<file path="src/rtl/tdm_shift_pkg.sv">
package tdm_shift_pkg;
  parameter int LEN_W = 6;

  typedef struct packed {
    logic             txLoad;
    logic             txShift;
    logic             txIdle;
    logic             txValid;
    logic [LEN_W-1:0] txWordLen;
    logic             rxClear;
    logic             rxSample;
    logic             rxLast;
  } shiftStrobes_t;
endpackage

</file>
<file path="src/rtl/tdm_frame_ctrl.sv">
module tdm_frame_ctrl
  import tdm_shift_pkg::*;
#(
  parameter int NUM_CH = 32,
  parameter int SLOT_W = 6,
  localparam int CH_W = $clog2(NUM_CH)
) (
  input  logic              clk,
  input  logic              rstN,
  input  logic              bitStart,
  input  logic              bitMid,
  input  logic              bitEnd,
  input  logic              frameStart,
  input  logic              twoSub,
  input  logic              sampleAtEnd,
  input  logic              txEn,
  input  logic              rxEn,
  input  logic [CH_W-1:0]   chanCnt0,
  input  logic [CH_W-1:0]   chanCnt1,
  input  logic [SLOT_W-1:0] slotLen0,
  input  logic [SLOT_W-1:0] slotLen1,
  input  logic [LEN_W-1:0]  wordLen0,
  input  logic [LEN_W-1:0]  wordLen1,
  input  logic [NUM_CH-1:0] validMask0,
  input  logic [NUM_CH-1:0] validMask1,
  output shiftStrobes_t     strobes
);
  // position of the bit period currently on the line
  logic              curActive, curSub;
  logic [CH_W-1:0]   curChan;
  logic [SLOT_W-1:0] curBit;

  // position that the next bitStart moves to
  logic              nActive, nSub;
  logic [CH_W-1:0]   nChan;
  logic [SLOT_W-1:0] nBit;

  logic [CH_W-1:0]   cCnt;
  logic [SLOT_W-1:0] cSlot;
  logic [LEN_W-1:0]  cWord, nWord;
  logic [NUM_CH-1:0] cMask, nMask;
  logic              txOn, sampleHit, cInWord;

  always_comb begin
    cCnt  = curSub ? chanCnt1   : chanCnt0;
    cSlot = curSub ? slotLen1   : slotLen0;
    cWord = curSub ? wordLen1   : wordLen0;
    cMask = curSub ? validMask1 : validMask0;
  end

  always_comb begin
    nActive = curActive;
    nSub    = curSub;
    nChan   = curChan;
    nBit    = curBit;
    if (frameStart) begin
      nActive = 1'b1;
      nSub    = 1'b0;
      nChan   = '0;
      nBit    = '0;
    end else if (curActive) begin
      if (curBit == cSlot - SLOT_W'(1)) begin
        nBit = '0;
        if (curChan == cCnt) begin
          nChan = '0;
          if (!curSub && twoSub) nSub = 1'b1;
          else                   nActive = 1'b0;
        end else begin
          nChan = curChan + CH_W'(1);
        end
      end else begin
        nBit = curBit + SLOT_W'(1);
      end
    end
    nWord = nSub ? wordLen1   : wordLen0;
    nMask = nSub ? validMask1 : validMask0;
  end

  always_ff @(posedge clk) begin
    if (!rstN) begin
      curActive <= 1'b0;
      curSub    <= 1'b0;
      curChan   <= '0;
      curBit    <= '0;
    end else if (bitStart) begin
      curActive <= nActive;
      curSub    <= nSub;
      curChan   <= nChan;
      curBit    <= nBit;
    end
  end

  always_comb begin
    txOn      = bitStart && nActive && txEn;
    sampleHit = sampleAtEnd ? bitEnd : bitMid;
    cInWord   = 32'(curBit) < 32'(cWord);

    strobes.txLoad    = txOn && (nBit == '0);
    strobes.txShift   = txOn && (nBit != '0);
    strobes.txIdle    = bitStart && !txOn;
    strobes.txValid   = nMask[nChan];
    strobes.txWordLen = nWord;
    strobes.rxClear   = bitStart && nActive && (nBit == '0);
    strobes.rxSample  = sampleHit && curActive && rxEn && cMask[curChan] && cInWord;
    strobes.rxLast    = strobes.rxSample && (32'(curBit) == 32'(cWord) - 1);
  end

  AST_CHAN_BOUND: assert property (@(posedge clk) disable iff (!rstN)
    curActive |-> curChan <= cCnt);
  AST_SLOT_BIT_BOUND: assert property (@(posedge clk) disable iff (!rstN)
    curActive |-> curBit < cSlot);
  AST_SUB1_NEEDS_TWO: assert property (@(posedge clk) disable iff (!rstN)
    (curActive && curSub) |-> twoSub);
endmodule

</file>
<file path="src/rtl/tdm_shift_datapath.sv">
module tdm_shift_datapath
  import tdm_shift_pkg::*;
#(
  parameter int WORD_W = 32
) (
  input  logic              clk,
  input  logic              rstN,
  input  shiftStrobes_t     strobes,
  input  logic [WORD_W-1:0] txData,
  input  logic              txEmpty,
  input  logic              sdIn,
  output logic              txPop,
  output logic              sdOut,
  output logic              txUnderrun,
  output logic [WORD_W-1:0] rxData,
  output logic              rxPush
);
  logic [WORD_W-1:0] txShreg, aligned, rxAcc, rxNext;
  int                shiftAmt;

  always_comb begin
    shiftAmt = WORD_W - int'(strobes.txWordLen);
    aligned  = txData << shiftAmt;
    txPop    = strobes.txLoad && strobes.txValid && !txEmpty;
    rxNext   = {rxAcc[WORD_W-2:0], sdIn};
  end

  always_ff @(posedge clk) begin
    if (!rstN) begin
      sdOut      <= 1'b0;
      txShreg    <= '0;
      txUnderrun <= 1'b0;
    end else if (strobes.txLoad) begin
      if (strobes.txValid && !txEmpty) begin
        sdOut   <= aligned[WORD_W-1];
        txShreg <= aligned << 1;
      end else begin
        sdOut   <= 1'b0;
        txShreg <= '0;
      end
      if (strobes.txValid && txEmpty) txUnderrun <= 1'b1;
    end else if (strobes.txShift) begin
      sdOut   <= txShreg[WORD_W-1];
      txShreg <= txShreg << 1;
    end else if (strobes.txIdle) begin
      sdOut   <= 1'b0;
      txShreg <= '0;
    end
  end

  always_ff @(posedge clk) begin
    if (!rstN) begin
      rxAcc  <= '0;
      rxData <= '0;
      rxPush <= 1'b0;
    end else begin
      rxPush <= 1'b0;
      if (strobes.rxClear) rxAcc <= '0;
      if (strobes.rxSample) begin
        rxAcc <= rxNext;
        if (strobes.rxLast) begin
          rxData <= rxNext;
          rxPush <= 1'b1;
          rxAcc  <= '0;
        end
      end
    end
  end

  AST_POP_NEEDS_DATA: assert property (@(posedge clk) disable iff (!rstN)
    txPop |-> !txEmpty);
  AST_UNDERRUN_STICKY: assert property (@(posedge clk) disable iff (!rstN)
    $past(txUnderrun) |-> txUnderrun);
  AST_PUSH_SINGLE: assert property (@(posedge clk) disable iff (!rstN)
    rxPush |=> !rxPush);
endmodule

</file>
<file path="src/rtl/tdm_subframe_shifter.sv">
module tdm_subframe_shifter
  import tdm_shift_pkg::*;
#(
  parameter int NUM_CH = 32,
  parameter int WORD_W = 32,
  parameter int SLOT_W = 6,
  localparam int CH_W = $clog2(NUM_CH)
) (
  input  logic              clk,
  input  logic              rstN,
  input  logic              bitStart,
  input  logic              bitMid,
  input  logic              bitEnd,
  input  logic              frameStart,
  input  logic              twoSub,
  input  logic              sampleAtEnd,
  input  logic              txEn,
  input  logic              rxEn,
  input  logic [CH_W-1:0]   chanCnt0,
  input  logic [CH_W-1:0]   chanCnt1,
  input  logic [SLOT_W-1:0] slotLen0,
  input  logic [SLOT_W-1:0] slotLen1,
  input  logic [LEN_W-1:0]  wordLen0,
  input  logic [LEN_W-1:0]  wordLen1,
  input  logic [NUM_CH-1:0] validMask0,
  input  logic [NUM_CH-1:0] validMask1,
  input  logic [WORD_W-1:0] txData,
  input  logic              txEmpty,
  output logic              txPop,
  input  logic              sdIn,
  output logic              sdOut,
  output logic              txUnderrun,
  output logic [WORD_W-1:0] rxData,
  output logic              rxPush
);
  shiftStrobes_t strobes;

  tdm_frame_ctrl #(.NUM_CH(NUM_CH), .SLOT_W(SLOT_W)) uCtrl (
    .clk(clk), .rstN(rstN), .bitStart(bitStart), .bitMid(bitMid), .bitEnd(bitEnd),
    .frameStart(frameStart), .twoSub(twoSub), .sampleAtEnd(sampleAtEnd),
    .txEn(txEn), .rxEn(rxEn), .chanCnt0(chanCnt0), .chanCnt1(chanCnt1),
    .slotLen0(slotLen0), .slotLen1(slotLen1), .wordLen0(wordLen0), .wordLen1(wordLen1),
    .validMask0(validMask0), .validMask1(validMask1), .strobes(strobes)
  );

  tdm_shift_datapath #(.WORD_W(WORD_W)) uPath (
    .clk(clk), .rstN(rstN), .strobes(strobes), .txData(txData), .txEmpty(txEmpty),
    .sdIn(sdIn), .txPop(txPop), .sdOut(sdOut), .txUnderrun(txUnderrun),
    .rxData(rxData), .rxPush(rxPush)
  );

  AST_TX_QUIET_DISABLED: assert property (@(posedge clk) disable iff (!rstN)
    $past(bitStart && !txEn) |-> !sdOut);
  AST_RX_QUIET_DISABLED: assert property (@(posedge clk) disable iff (!rstN)
    !rxEn |=> !rxPush);
  AST_POP_ON_BIT_START: assert property (@(posedge clk) disable iff (!rstN)
    txPop |-> (bitStart && txEn));
endmodule

</file>
<file path="config.mk">
export PLATFORM = sky130hd
export DESIGN_NAME = tdm_subframe_shifter
export DESIGN_NICKNAME = d
export VERILOG_FILES = /design/src/rtl/tdm_shift_pkg.sv /design/src/rtl/tdm_frame_ctrl.sv /design/src/rtl/tdm_shift_datapath.sv /design/src/rtl/tdm_subframe_shifter.sv
export SDC_FILE = /design/constraint.sdc
export NUM_CORES = 1
export LEC_CHECK = 0
export BUFFER_PORTS_ARGS = -buffer_cell sky130_fd_sc_hd__buf_4
export CORE_MARGIN = 2
export CORE_UTILIZATION = 30
export CTS_CLUSTER_SIZE = 28
export DETAILED_ROUTE_END_ITERATION = 10
export MAX_ROUTING_LAYER = met4
export SYNTH_ARGS = -nofsm -noshare
export SYNTH_HDL_FRONTEND = slang
export SYNTH_SLANG_ARGS = --single-unit
</file>
<file path="constraint.sdc">
create_clock -name clk -period 25 [get_ports clk]
set_input_delay 7.5 -clock clk [delete_from_list [all_inputs] [get_ports clk]]
set_output_delay 7.5 -clock clk [all_outputs]
set_load 0.05 [all_outputs]
</file>
==> impl_metrics.tcl <==
set metrics [dict create \
    cap_violations 0 \
    unrepaired_setup_endpoints_after_global_routing "no" \
    setup-violations-final 0 \
    dp.cells 1460 \
    via_density_per_instance 5.49 \
    dieHeight_microns 171 \
    weighted_congestion_at_the_end_of_routability_driven_global_placement 0.886 \
    fp-row-count 61 \
    antenna_cells_inserted 0 \
    antenna_found_initial 0 \
    pre_antenna_drt_iters 5 \
    routed_wirelength_mm 26.0 \
    design_power_total_uw 422 \
    area_delta_synth_final_pct 21.7 \
    tritoncts.num_buffers 9 \
    final.hold.worst_slack_ns 0.468 \
    grt_overflow 0 \
    pin_count_of_the_biggest_net_entering_global_routing 80 \
    slew_headroom_pct 24.1 \
    grt_pass1_vias 7614 \
    number_of_clock_sinks_seen_by_cts 110 \
    clk-insertion-delay-late_ns 0.37 \
    min-delay-start "uPath.txShreg[1]$_SDFFE_PN0P_" \
    status "completed" \
    synth_flop_cell "dfxtp_1" \
    layoutNonFillerInstCount 1476 \
    post_cts_resize_count 0 \
    tightest_slew_ns 1.14 \
    fin_tns_setup_ns 0 \
    critical_path.endpoint_type "output pin" \
    crit_path_start "slotLen1[2]" \
    worstRegToRegCells 18 \
    htree_levels 3 \
    period_needed_ns 19.77 \
    dp_hpwl_mm 19.2 \
    post-cts-setup-buffer-count 0 \
    endpoint "txPop" \
    top_cell_type_s_share_of_synthesized_area_pct 26.4 \
    synth_common_cells "nor2_1, dfxtp_1, mux2i_1, nand2_1, a22oi_1" \
    fin_skew_ns 0.0185 \
    cts-hold-fix-buffers 0 \
    average_cell_area_after_synthesis_sq_um 8.56 \
    start_util_pct 30.3 \
    synth.most_common_cell "nor2_1" \
    crit_path_cell_trace "buf_4, or4b_1, a211o_1, mux2_4, mux2i_4, a31oi_1, o21ai_2, a2111oi_2, o311ai_0, o31a_1, nand2_1, nor3_1, buf_4" \
    clk_pin_slew_worst_paths_ns 0.08 \
    r2r-start "uCtrl.curSub$_SDFFE_PN0P_" \
    setup.worst_path.class "in2out" \
    netlist_instances 974 \
    report.final.hold_viol_count 0 \
    max_clock_buf_depth 2 \
    synth_enable_flop_cells 0 \
    tritoncts "built" \
    timing.final.crit_share_pct 79.1 \
    timing.critical_path.from_type "input port" \
    report.final.slew_viol_count 0 \
    detail_route.drc_violations 0 \
    hold_class "reg2reg" \
    synthArstFlopShare_pct 0 \
    critPathMaxStageDelay_ns 0.88 \
    grt_pass1_wl_mm 40.9 \
    syn-num-nets 1127 \
    crit-reg2reg-capture "uPath.txShreg[31]$_SDFFE_PN0P_" \
    vdd.ir_drop.worst_mv 0.0290 \
    power_density_nw_per_um2 41.6 \
    finish.net_count 1246 \
    post_route_cells_drive_above_1_share_pct 26.0 \
    buffer_ports.inserted 177 \
    fp.dieArea_sq_um 29100 \
    grt.total_usage_pct 18.0 \
    worst-r2r-setup-slack_ns 18.69 \
    chipWidth_microns 171 \
    synth_area_sq_um 8340 \
    drt_iter0_markers 707 \
    io_pins 178 \
    max_clock_freq_mhz 50.6 \
    drtAntennaViolNets 0 \
    detailroute.via_count 8098 \
    cp_max_fo 21 \
    routed_wire_length_per_instance_microns 17.6 \
    cp_data_required_time_ns 17.50 \
    ys_top_cells_by_area "dfxtp_1, mux2i_1, mux4_2, nor2_1, a22oi_1" \
    yosys_register_bits 110 \
    cts-root-buf "clkbuf_16" \
    ys_types 81 \
    worstPathArrival_ns 12.27 \
    total_leakage_power_nw 3.93 \
    core-area_sq_um 27600 \
    yosysWarningCount 0 \
    worst_path_most_repeated_cell "buf_4" \
    synth.largest_area_cell "dfxtp_1" \
    ys_seq_area_share_pct 26.4 \
    critical_path.slowest_cell "o21ai_2" \
]
cell families after synthesis:
group                    share of synthesized area, %
adder cells (fa/ha/maj)                          1.65
buffers and inverters                            5.07
AND/OR/NAND/NOR                                  19.4
multiplexers                                     24.0
XOR/XNOR                                         3.26
AO/OA/AOI/OAI                                    20.2
flip-flops                                       26.4
critical path, delay by kind of cell:
kind	cells	cell delay, ns
compound gates	6	2.75
buf+inv	2	0.40
mux	2	0.53
simple gates	3	1.08
report_power, final:
part / total (mW) / switching, mW / internal (mW)
clock network: 0.147 / 0.0759 / 0.0710
registers: 0.178 / 0.00133 / 0.177
logic: 0.0969 / 0.0532 / 0.0437
placed cells by master (no fill, tap or decap), types with 14 or more instances in the layout:
cell type  instances
nor3_1            18
o21ai_0           48
mux2_2            14
nand2_1           64
mux2i_1           98
mux4_2            36
a31oi_1           19
buf_4            187
a22oi_1           60
nand3_1           46
nor2_1           123
dfxtp_1          109
xnor2_1           18
a21oi_1           39
per-stage QoR:
stage | setup slack (ns) | instance area (sq um) | util [%]
3_3_place_gp | 5.45 | 9840 | 35.7
2_1_floorplan | 5.84 | 8340 | -
5_1_grt | 5.03 | 10100 | 36.8
3_5_place_dp | 5.44 | 9840 | 35.7
4_1_cts | 5.41 | 10100 | 36.8
6_report | 5.23 | 10100 | 36.8
how the worst min path moves through the flow:
stage,end,slack [ns],cells past startpoint
global placement,uPath.txShreg[3]$_SDFFE_PN0P_,0.45,2
floorplan,uPath.txShreg[1]$_SDFFE_PN0P_,0.44,2
finish,uPath.txShreg[1]$_SDFFE_PN0P_,0.47,2
CTS,uPath.txShreg[4]$_SDFFE_PN0P_,0.46,2
global route,uPath.txShreg[4]$_SDFFE_PN0P_,0.49,2
detailed placement,uPath.txShreg[1]$_SDFFE_PN0P_,0.46,2
flip-flops by register name, summed over array words and instances, names as in the netlist:
| name | cells |
|---|---|
| uCtrl.curChan | 5 |
| uPath.rxPush | 1 |
| uPath.txUnderrun | 1 |
| uCtrl.curSub | 1 |
| uPath.txShreg | 31 |
| uCtrl.curActive | 1 |
| uPath.rxData | 32 |
| uPath.sdOut | 1 |
| uPath.rxAcc | 31 |
| uCtrl.curBit | 6 |
layout make-up:
type	instances	area [sq um]
Clock inverter	7	75.1
Multi-Input combinational cell	775	5730
Fill cell	2855	17400
Tap cell	378	473
Inverter	10	37.5
Sequential cell	110	2200
Clock buffer	9	225
Timing Repair Buffer	187	1400
metal layers:
layer  GRT usage [%]  routed length (microns)
met4            5.13                      457
met1            22.9                    11300
met3            2.64                     1340
met5               -                        0
met2            29.9                    12900
Power figures use the tool's default switching activity.
